File: src/rtl/ctp_pkg.sv
package ctp_pkg;
  typedef enum logic [1:0] {
    SEL_NOM   = 2'b00,
    SEL_LONG  = 2'b01,
    SEL_SHORT = 2'b10,
    SEL_SEC   = 2'b11
  } reloadSel_e;

  typedef struct packed {
    logic       load;
    reloadSel_e sel;
  } ctpStrobes_t;
endpackage

File: src/rtl/ctp_ctrl.sv
module ctp_ctrl
  import ctp_pkg::*;
#(
  parameter int WORD_W = 16,
  localparam int DAC_W = WORD_W - 2
) (
  input  logic              clk,
  input  logic              rstN,
  input  logic              wordValid,
  input  logic [WORD_W-1:0] wordIn,
  output ctpStrobes_t       ctl,
  output logic [DAC_W-1:0]  dacWord,
  output logic              secReq
);
  always_comb begin
    ctl.load = wordValid;
    ctl.sel  = reloadSel_e'(wordIn[1:0]);
  end

  always_ff @(posedge clk) begin
    if (!rstN) begin
      dacWord <= '0;
      secReq  <= 1'b0;
    end else begin
      secReq <= wordValid && (wordIn[1:0] == 2'b11);
      if (wordValid) dacWord <= wordIn[WORD_W-1:2];
    end
  end

  a_r5_sec_only_after_code3: assert property (@(posedge clk) disable iff (!rstN)
    secReq |-> $past(wordValid) && ($past(wordIn[1:0]) == 2'b11));
  a_r1_dac_follows_word: assert property (@(posedge clk) disable iff (!rstN)
    wordValid |=> dacWord == $past(wordIn[WORD_W-1:2]));
  a_r1_dac_holds: assert property (@(posedge clk) disable iff (!rstN)
    !wordValid |=> $stable(dacWord));
endmodule

File: src/rtl/ctp_counter.sv
module ctp_counter
  import ctp_pkg::*;
#(
  parameter int CW = 6,
  localparam int CNT_W = CW + 1,
  localparam int SW = CW + 2
) (
  input  logic          clk,
  input  logic          rstN,
  input  ctpStrobes_t   ctl,
  input  logic [CW-1:0] periodA,
  input  logic [CW-1:0] trimA,
  input  logic [CW-1:0] countB,
  output logic          conv
);
  logic [CNT_W-1:0] cntA;
  logic [CW-1:0]    cntB;
  reloadSel_e       pendSel;
  logic             aTerm;
  logic signed [SW-1:0] nomS, trimS, sumS;
  logic [CNT_W-1:0] reloadA;
  logic [CW-1:0]    reloadB;

  assign aTerm = (cntA == CNT_W'(1));

  always_comb begin
    nomS  = $signed({2'b00, periodA});
    trimS = $signed({{2{trimA[CW-1]}}, trimA});
    case (pendSel)
      SEL_LONG:  sumS = nomS + trimS;
      SEL_SHORT: sumS = nomS - trimS;
      default:   sumS = nomS;
    endcase
    if (sumS[SW-1] || (sumS == '0)) reloadA = CNT_W'(1);
    else                            reloadA = sumS[CNT_W-1:0];
    reloadB = (countB == '0) ? CW'(1) : countB;
  end

  always_ff @(posedge clk) begin
    if (!rstN) begin
      cntA    <= CNT_W'(1);
      cntB    <= CW'(1);
      pendSel <= SEL_NOM;
      conv    <= 1'b0;
    end else begin
      conv <= aTerm && (cntB == CW'(1));
      if (aTerm) begin
        cntA    <= reloadA;
        pendSel <= ctl.load ? ctl.sel : SEL_NOM;
        if (cntB == CW'(1)) cntB <= reloadB;
        else                cntB <= cntB - CW'(1);
      end else begin
        cntA <= cntA - CNT_W'(1);
        if (ctl.load) pendSel <= ctl.sel;
      end
    end
  end

  a_r7_prescale_never_zero: assert property (@(posedge clk) disable iff (!rstN)
    cntA != '0);
  a_r6_trim_one_shot: assert property (@(posedge clk) disable iff (!rstN)
    (aTerm && !ctl.load) |=> pendSel == SEL_NOM);
  a_r8_no_mid_pass_change: assert property (@(posedge clk) disable iff (!rstN)
    (!aTerm && !ctl.load) |=> $stable(pendSel));
  a_r7_count_never_zero: assert property (@(posedge clk) disable iff (!rstN)
    cntB != '0);
endmodule

File: src/rtl/conv_period_timer.sv
module conv_period_timer
  import ctp_pkg::*;
#(
  parameter int CW = 6,
  parameter int WORD_W = 16,
  localparam int DAC_W = WORD_W - 2,
  localparam int NDIR = 2
) (
  input  logic              clk,
  input  logic              rstN,
  input  logic              wordValid,
  input  logic [WORD_W-1:0] wordIn,
  input  logic [CW-1:0]     txPeriodA,
  input  logic [CW-1:0]     txTrimA,
  input  logic [CW-1:0]     txCountB,
  input  logic [CW-1:0]     rxPeriodA,
  input  logic [CW-1:0]     rxTrimA,
  input  logic [CW-1:0]     rxCountB,
  output logic [DAC_W-1:0]  dacWord,
  output logic              secReq,
  output logic              txConv,
  output logic              rxConv
);
  ctpStrobes_t ctl;
  logic [CW-1:0] periodA [NDIR];
  logic [CW-1:0] trimA   [NDIR];
  logic [CW-1:0] countB  [NDIR];
  logic [NDIR-1:0] conv;

  assign periodA[0] = txPeriodA;
  assign trimA[0]   = txTrimA;
  assign countB[0]  = txCountB;
  assign periodA[1] = rxPeriodA;
  assign trimA[1]   = rxTrimA;
  assign countB[1]  = rxCountB;

  ctp_ctrl #(.WORD_W(WORD_W)) u_ctrl (
    .clk(clk), .rstN(rstN), .wordValid(wordValid), .wordIn(wordIn),
    .ctl(ctl), .dacWord(dacWord), .secReq(secReq)
  );

  for (genvar d = 0; d < NDIR; d++) begin : g_dir
    ctp_counter #(.CW(CW)) u_cnt (
      .clk(clk), .rstN(rstN), .ctl(ctl),
      .periodA(periodA[d]), .trimA(trimA[d]), .countB(countB[d]),
      .conv(conv[d])
    );
  end

  assign txConv = conv[0];
  assign rxConv = conv[1];

  a_r9_idle_after_reset: assert property (@(posedge clk)
    $past(!rstN) && !rstN |-> !txConv && !rxConv && !secReq);
endmodule

File: config.mk
export PLATFORM = sky130hd
export DESIGN_NAME = conv_period_timer
export DESIGN_NICKNAME = d
export VERILOG_FILES = /design/src/rtl/ctp_pkg.sv /design/src/rtl/ctp_ctrl.sv /design/src/rtl/ctp_counter.sv /design/src/rtl/conv_period_timer.sv
export SDC_FILE = /design/constraint.sdc
export NUM_CORES = 1
export LEC_CHECK = 0
export BUFFER_PORTS_ARGS = -buffer_cell sky130_fd_sc_hd__buf_4
export CAP_MARGIN = 40
export CORE_MARGIN = 1
export CORE_UTILIZATION = 59
export CTS_BUF_LIST = sky130_fd_sc_hd__clkbuf_8 sky130_fd_sc_hd__clkbuf_16
export DETAILED_ROUTE_END_ITERATION = 8
export HOLD_SLACK_MARGIN = 0.06
export PLACE_DENSITY = 0.86
export SKIP_LAST_GASP = 1
export SYNTH_ARGS = -nofsm -noshare
export SYNTH_HDL_FRONTEND = slang
export SYNTH_SLANG_ARGS = --single-unit
File: constraint.sdc
create_clock -name clk -period 4.95 [get_ports clk]
set_input_delay 0.495 -clock clk [delete_from_list [all_inputs] [get_ports clk]]
set_output_delay 0.495 -clock clk [all_outputs]
set_load 0.05 [all_outputs]
==> out/qor.csv, run 1 <==
metric,value,unit
cts.htree.levels,2,
crit_arrival,3.13,ns
grt_antenna_before_repair,0,
maxSlewHeadroom,0.6176,
clockBufferDepth,2,
tns,0,ns
diodes,0,
ys_warn_count,0,
multi_input_area,0.002192,mm^2
vias,3161,
p_clk_frac,0.117,
vdd_drop_max,0.0003615,V
start_kind,register,
final_common_cell,buf_4,
wire_per_inst,13.73,um
drv_slew,0,
synthCells,421,
die_h,76.97,um
totalWireLength,7554,um
syn_nets,502,
critical_path_class,reg2reg,
outcome,finished clean,
hold_class,in2reg,
cts_made_buffers,5,
ant_nets,0,
seqPwrFrac,0.306,
nets,560,
p_sw,873.4,uW
p_total,1.918,mW
die_x,76.97,um
cp_max_fo,8,
p_leak,1.832,nW
fp-row-count,26,
ys_ff_latch,47,
critPathRequiredTime,5.18,ns
synth-edff-count,0,
ys_seq_area_frac,0.2838,
syn-cell-area,0.003316,mm^2
grt_use_total,0.2652,
tightest_slew,0.5737,ns
hold_viol,0,
fp.coreArea,0.005270,mm^2
switching_share,0.4554,
seq_area,940.9,um^2
skew,0.007379,ns
post_cts_resized,0,
setup_viol,0,
drive_above_1_share,0.1938,
cts_root_buf,clkbuf_8,
mostFrequentLayoutCells,"buf_4, nor2_1, dfxtp_1",
synthFlopType,dfxtp_1,
intPower,1.045,mW
area_growth_syn_to_layout,19.28,%
p_comb_frac,0.577,
synth.avg_cell_area,7.876,um^2
die_area,0.005924,mm^2
grt_pass1_wl,12910,um
grt_max_degree,22,
grt-ovfl-total,0,
maxCapViolations,0,
grt_pass1_vias,3071,
dp_hpwl,5780,um
io_pins,72,
place.gp.congestion,0.8801,
port_buffers,71,
clock_latency,0.30,ns
pwr_density_cell,484.9,mW/mm^2
max_freq,345.3,MHz
clk_pin_slew_worst_paths,0.09,ns
cts_sinks,47,
cts_setup_buffers,0,
fill_cells,411,
synthArstFlopShare,0,
ctsHoldBuffers,0,
start_util,0.6292,
post-route-period-util,0.5851,
viasPerCell,5.747,
tritoncts,yes,
first_pass_iters,4,
drc,0,
grt_setup_unrepaired,no,
ys_types,60,
drt_first_iter_violations,144,
fin_crit,2.896,ns
critPathCaptureType,register,
[logic make-up (layout without fill, tap and decap cells)]
group	Yosys count	in the layout	share of synthesized area
AO/OA/AOI/OAI	91	91	0.1826
XOR/XNOR	25	25	0.06604
adder cells (fa/ha/maj)	26	26	0.1026
buffers and inverters	45	104	0.05510
flip-flops	47	47	0.2838
multiplexers	22	22	0.06717
AND/OR/NAND/NOR	165	165	0.2426
[routing by layer]
| layer | part of all wire | GRT usage | vias to the layer above | wire length, um |
|---|---|---|---|---|
| met1 | 0.44 | 0.2981 | 1473 | 3325 |
| met2 | 0.51 | 0.5018 | 81 | 3828 |
| met3 | 0.043 | 0.05000 | 11 | 324 |
| li1 | - | - | 1596 | - |
| met4 | 0.0099 | 0.07308 | 0 | 75 |
| met5 | 0 | 0 | - | 0 |
[final cells by class]
cell class,count,area share
clock buffers,5,0.01740
inverters,24,0.02278
multi-input cells,329,0.5543
clock inverters,3,0.003796
well taps,70,0.02214
flip-flops and latches,47,0.2379
repair buffers,72,0.1417
[sequential cells by signal, summed over array words and instances, names as in the netlist]
register	flops
u_ctrl.secReq	1
g_dir.u_cnt.cntB	12
u_ctrl.dacWord	14
g_dir.u_cnt.cntA	14
g_dir.u_cnt.pendSel	4
g_dir.u_cnt.conv	2
[critical path, cell delays in order (launching register included)]
cell	delay, ns
dfxtp_1	0.33
inv_1	0.05
ha_1	0.28
a31oi_1	0.42
xnor2_1	0.19
ha_1	0.29
or2_2	0.28
o31a_1	0.15
mux2i_1	0.20
nand3_2	0.14
or3_1	0.36
a21oi_1	0.14
[power groups by stage]
stage                     Clock, mW  Sequential (mW)  Combinational (mW)
after global routing          0.246            0.601                1.23
after detailed placement          0            0.591                1.08
final                         0.225            0.587                1.11
after CTS                     0.230            0.584                1.10
after floorplan                   0            0.614               0.837
after global placement            0            0.586                1.05
[Yosys cell counts (3+ instances only)]
master,count,share of area
nor2_1,62,0.070
dfxtp_1,47,0.28
nand2_1,39,0.044
a21oi_1,28,0.042
ha_1,24,0.091
inv_1,24,0.027
mux2i_1,20,0.060
clkbuf_1,16,0.018
xnor2_1,14,0.037
nor3_1,13,0.020
o21ai_0,13,0.020
xor2_1,11,0.029
and2_1,9,0.017
nor4_1,8,0.015
o22ai_1,7,0.013
a211oi_1,5,0.011
nand2b_1,5,0.0094
a2bb2oi_1,4,0.011
and3_1,4,0.0075
o21a_1,4,0.0091
a31oi_1,3,0.0057
nand3_1,3,0.0045
o2111ai_1,3,0.0079
o211a_1,3,0.0091
o31ai_1,3,0.0068
or3_1,3,0.0057
[final timing paths]
kind | startpoint | to | cells after the start | slack, ns
worst max-delay path | g_dir[0].u_cnt.pendSel[0] | g_dir[0].u_cnt.cntA[6] | 11 | 2.05
worst min-delay path | wordIn[8] | u_ctrl.dacWord[6] | 3 | 0.42
worst max register to register | g_dir[0].u_cnt.pendSel[0] | g_dir[0].u_cnt.cntA[6] | 11 | 2.05
worst min register to register | g_dir[0].u_cnt.pendSel[0] | g_dir[0].u_cnt.pendSel[0] | 2 | 0.46
[through the flow]
stage / util / hold slack, ns / cell area (um^2) / worst slack, ns / std cells
2_1_floorplan: - / 0.4363 / 3316 / 2.304 / 421
3_3_place_gp: 0.7293 / 0.4478 / 3844 / 2.054 / 541
3_5_place_dp: 0.7346 / 0.4493 / 3871 / 1.982 / 542
4_1_cts: 0.7505 / 0.4188 / 3955 / 2.075 / 550
5_1_grt: 0.7505 / 0.4320 / 3955 / 1.812 / 550
6_report: 0.7505 / 0.4224 / 3955 / 2.054 / 550
No activity file was read; power rests on OpenSTA's default activity.
==> run 2: changes to the inputs <==
CORE_UTILIZATION = 55   (was 59)
PLACE_DENSITY = 0.81   (was 0.86)
clock period = 3 ns   (was 4.95 ns; I/O delays follow)
==> run 2 against run 1 <==
Non-clock buffer count grew 2. Sequential power rose by 65%. Combinational power grew 66%. Die area up 7.1%. Clock skew up 0.0018 ns. Sequential share of layout area is 0.19 points lower. Critical endpoint unchanged. Highest routed layer unchanged.
==> out/qor.csv, run 2 (synthesis gave the netlist of run 1 again) <==
metric,value,unit
vias,3138,
io_pins,72,
ctsHoldBuffers,0,
grt_antenna_before_repair,0,
crit_start,g_dir[0].u_cnt.pendSel[0],
max_freq,359.4,MHz
critPathMaxStageDelay,0.41,ns
cts_made_buffers,5,
diodes,0,
drt_first_iter_violations,100,
maxSlewHeadroom,0.6258,
post_cts_resized,0,
first_pass_iters,4,
start_kind,register,
critical_path_class,reg2reg,
final_common_cell,buf_4,
drv_slew,0,
grt_pass1_wl,12560,um
worstRegToRegCells,12,
path_depth,12,
fin_util,0.7066,
cts.htree.levels,2,
fill_cells,488,
fin_area,0.003986,mm^2
skew,0.009227,ns
mostFrequentLayoutCells,"buf_4, nor2_1, dfxtp_1",
reg2reg_from,g_dir[0].u_cnt.pendSel[0],
setup_viol,0,
fin_cells,554,
nets,562,
maxCapViolations,0,
cts_setup_buffers,0,
viasPerCell,5.664,
crit_arrival,3.03,ns
grt-ovfl-total,0,
tns,0,ns
placed_area,0.003876,mm^2
fp.coreArea,0.005642,mm^2
start_util,0.5877,
wire_per_inst,13.45,um
crit_family,simple AND/OR/NAND/NOR gates,
hold_class,in2reg,
fin_crit,2.782,ns
drc,0,
ant_nets,0,
reg.largest.list,"g_dir.u_cnt.cntA: 14 flops, u_ctrl.dacWord: 14 flops, g_dir.u_cnt.cntB: 12 flops",
pwr_density_cell,805.9,mW/mm^2
worst-path-buf-inv,2,
die_h,79.65,um
grt_use_total,0.2485,
cp_max_fo,8,
port_buffers,71,
tritoncts,yes,
dp_cells,546,
tightest_slew,0.5582,ns
dp_slack,0.1687,ns
area_growth_syn_to_layout,20.23,%
slowest_stage,mux2_2,
p_total,3.212,mW
critPathRequiredTime,3.25,ns
hold_viol,0,
totalWireLength,7454,um
clk_pin_slew_worst_paths,0.09,ns
die_x,79.65,um
outcome,finished clean,
post-route-period-util,0.9274,
dp_hpwl,5781,um
grt_max_degree,21,
grt_pass1_vias,2976,
p_leak,1.838,nW
cts_root_buf,clkbuf_8,
clockBufferDepth,2,
place.gp.congestion,0.8902,
reg2reg_to,g_dir[0].u_cnt.cntA[6],
fp-row-count,27,
hold_ws,0.2223,ns
critPathCaptureType,register,
regToRegSetupSlack,0.22,ns
drive_above_1_share,0.2012,
setup_ws,0.2179,ns
vdd_drop_max,0.0007011,V
crit_chain,"inv_1, ha_1, mux2_2, inv_1, ha_1, nand2b_1, a211oi_2, o31a_1, mux2i_1, nand3_2, or3_1, a21oi_1",
cp-endpoint,g_dir[0].u_cnt.cntA[6],
die_area,0.006343,mm^2
clock_latency,0.31,ns
cts_sinks,47,
==> run 2: layer usage <==
layer	GRT usage	routed length [um]	vias to the layer above
li1	-	-	1597
met3	0.04571	305	11
met4	0.07818	109	0
met2	0.4359	3770	68
met5	0	0	-
met1	0.3042	3269	1462
==> run 2: worst min-delay path by stage <==
stage,startpoint,to,cells past startpoint
after floorplan,wordIn[1],u_ctrl.secReq,2
after global placement,g_dir[0].u_cnt.pendSel[0],g_dir[0].u_cnt.pendSel[0],2
after detailed placement,g_dir[0].u_cnt.pendSel[0],g_dir[0].u_cnt.pendSel[0],2
after CTS,wordIn[1],u_ctrl.secReq,3
after global routing,wordIn[12],u_ctrl.dacWord[10],3
final,wordIn[5],u_ctrl.dacWord[3],3
==> run 2: where the power goes <==
| part | switching [mW] | total [mW] | internal [mW] |
|---|---|---|---|
| Clock | 0.219 | 0.407 | 0.188 |
| Combinational | 1.06 | 1.84 | 0.778 |
| Sequential | 0.163 | 0.966 | 0.804 |
| Total | 1.44 | 3.21 | 1.77 |
==> run 2: worst reg2reg max path: stages (launching register included) <==
cell and delay, ns:
dfxtp_1 0.32, inv_1 0.05, ha_1 0.30, mux2_2 0.41
inv_1 0.06, ha_1 0.21, nand2b_1 0.11, a211oi_2 0.09
o31a_1 0.34, mux2i_1 0.19, nand3_2 0.16, or3_1 0.33
a21oi_1 0.13
==> run 2: layout make-up <==
| class | instances | area [um^2] | area share |
|---|---|---|---|
| clock buffers | 6 | 82.58 | 0.02072 |
| clock inverters | 2 | 16.27 | 0.004080 |
| repair buffers | 74 | 563.0 | 0.1412 |
| multi-input cells | 329 | 2203 | 0.5527 |
| flip-flops and latches | 47 | 940.9 | 0.2360 |
| inverters | 24 | 90.09 | 0.02260 |
| well taps | 72 | 90.09 | 0.02260 |
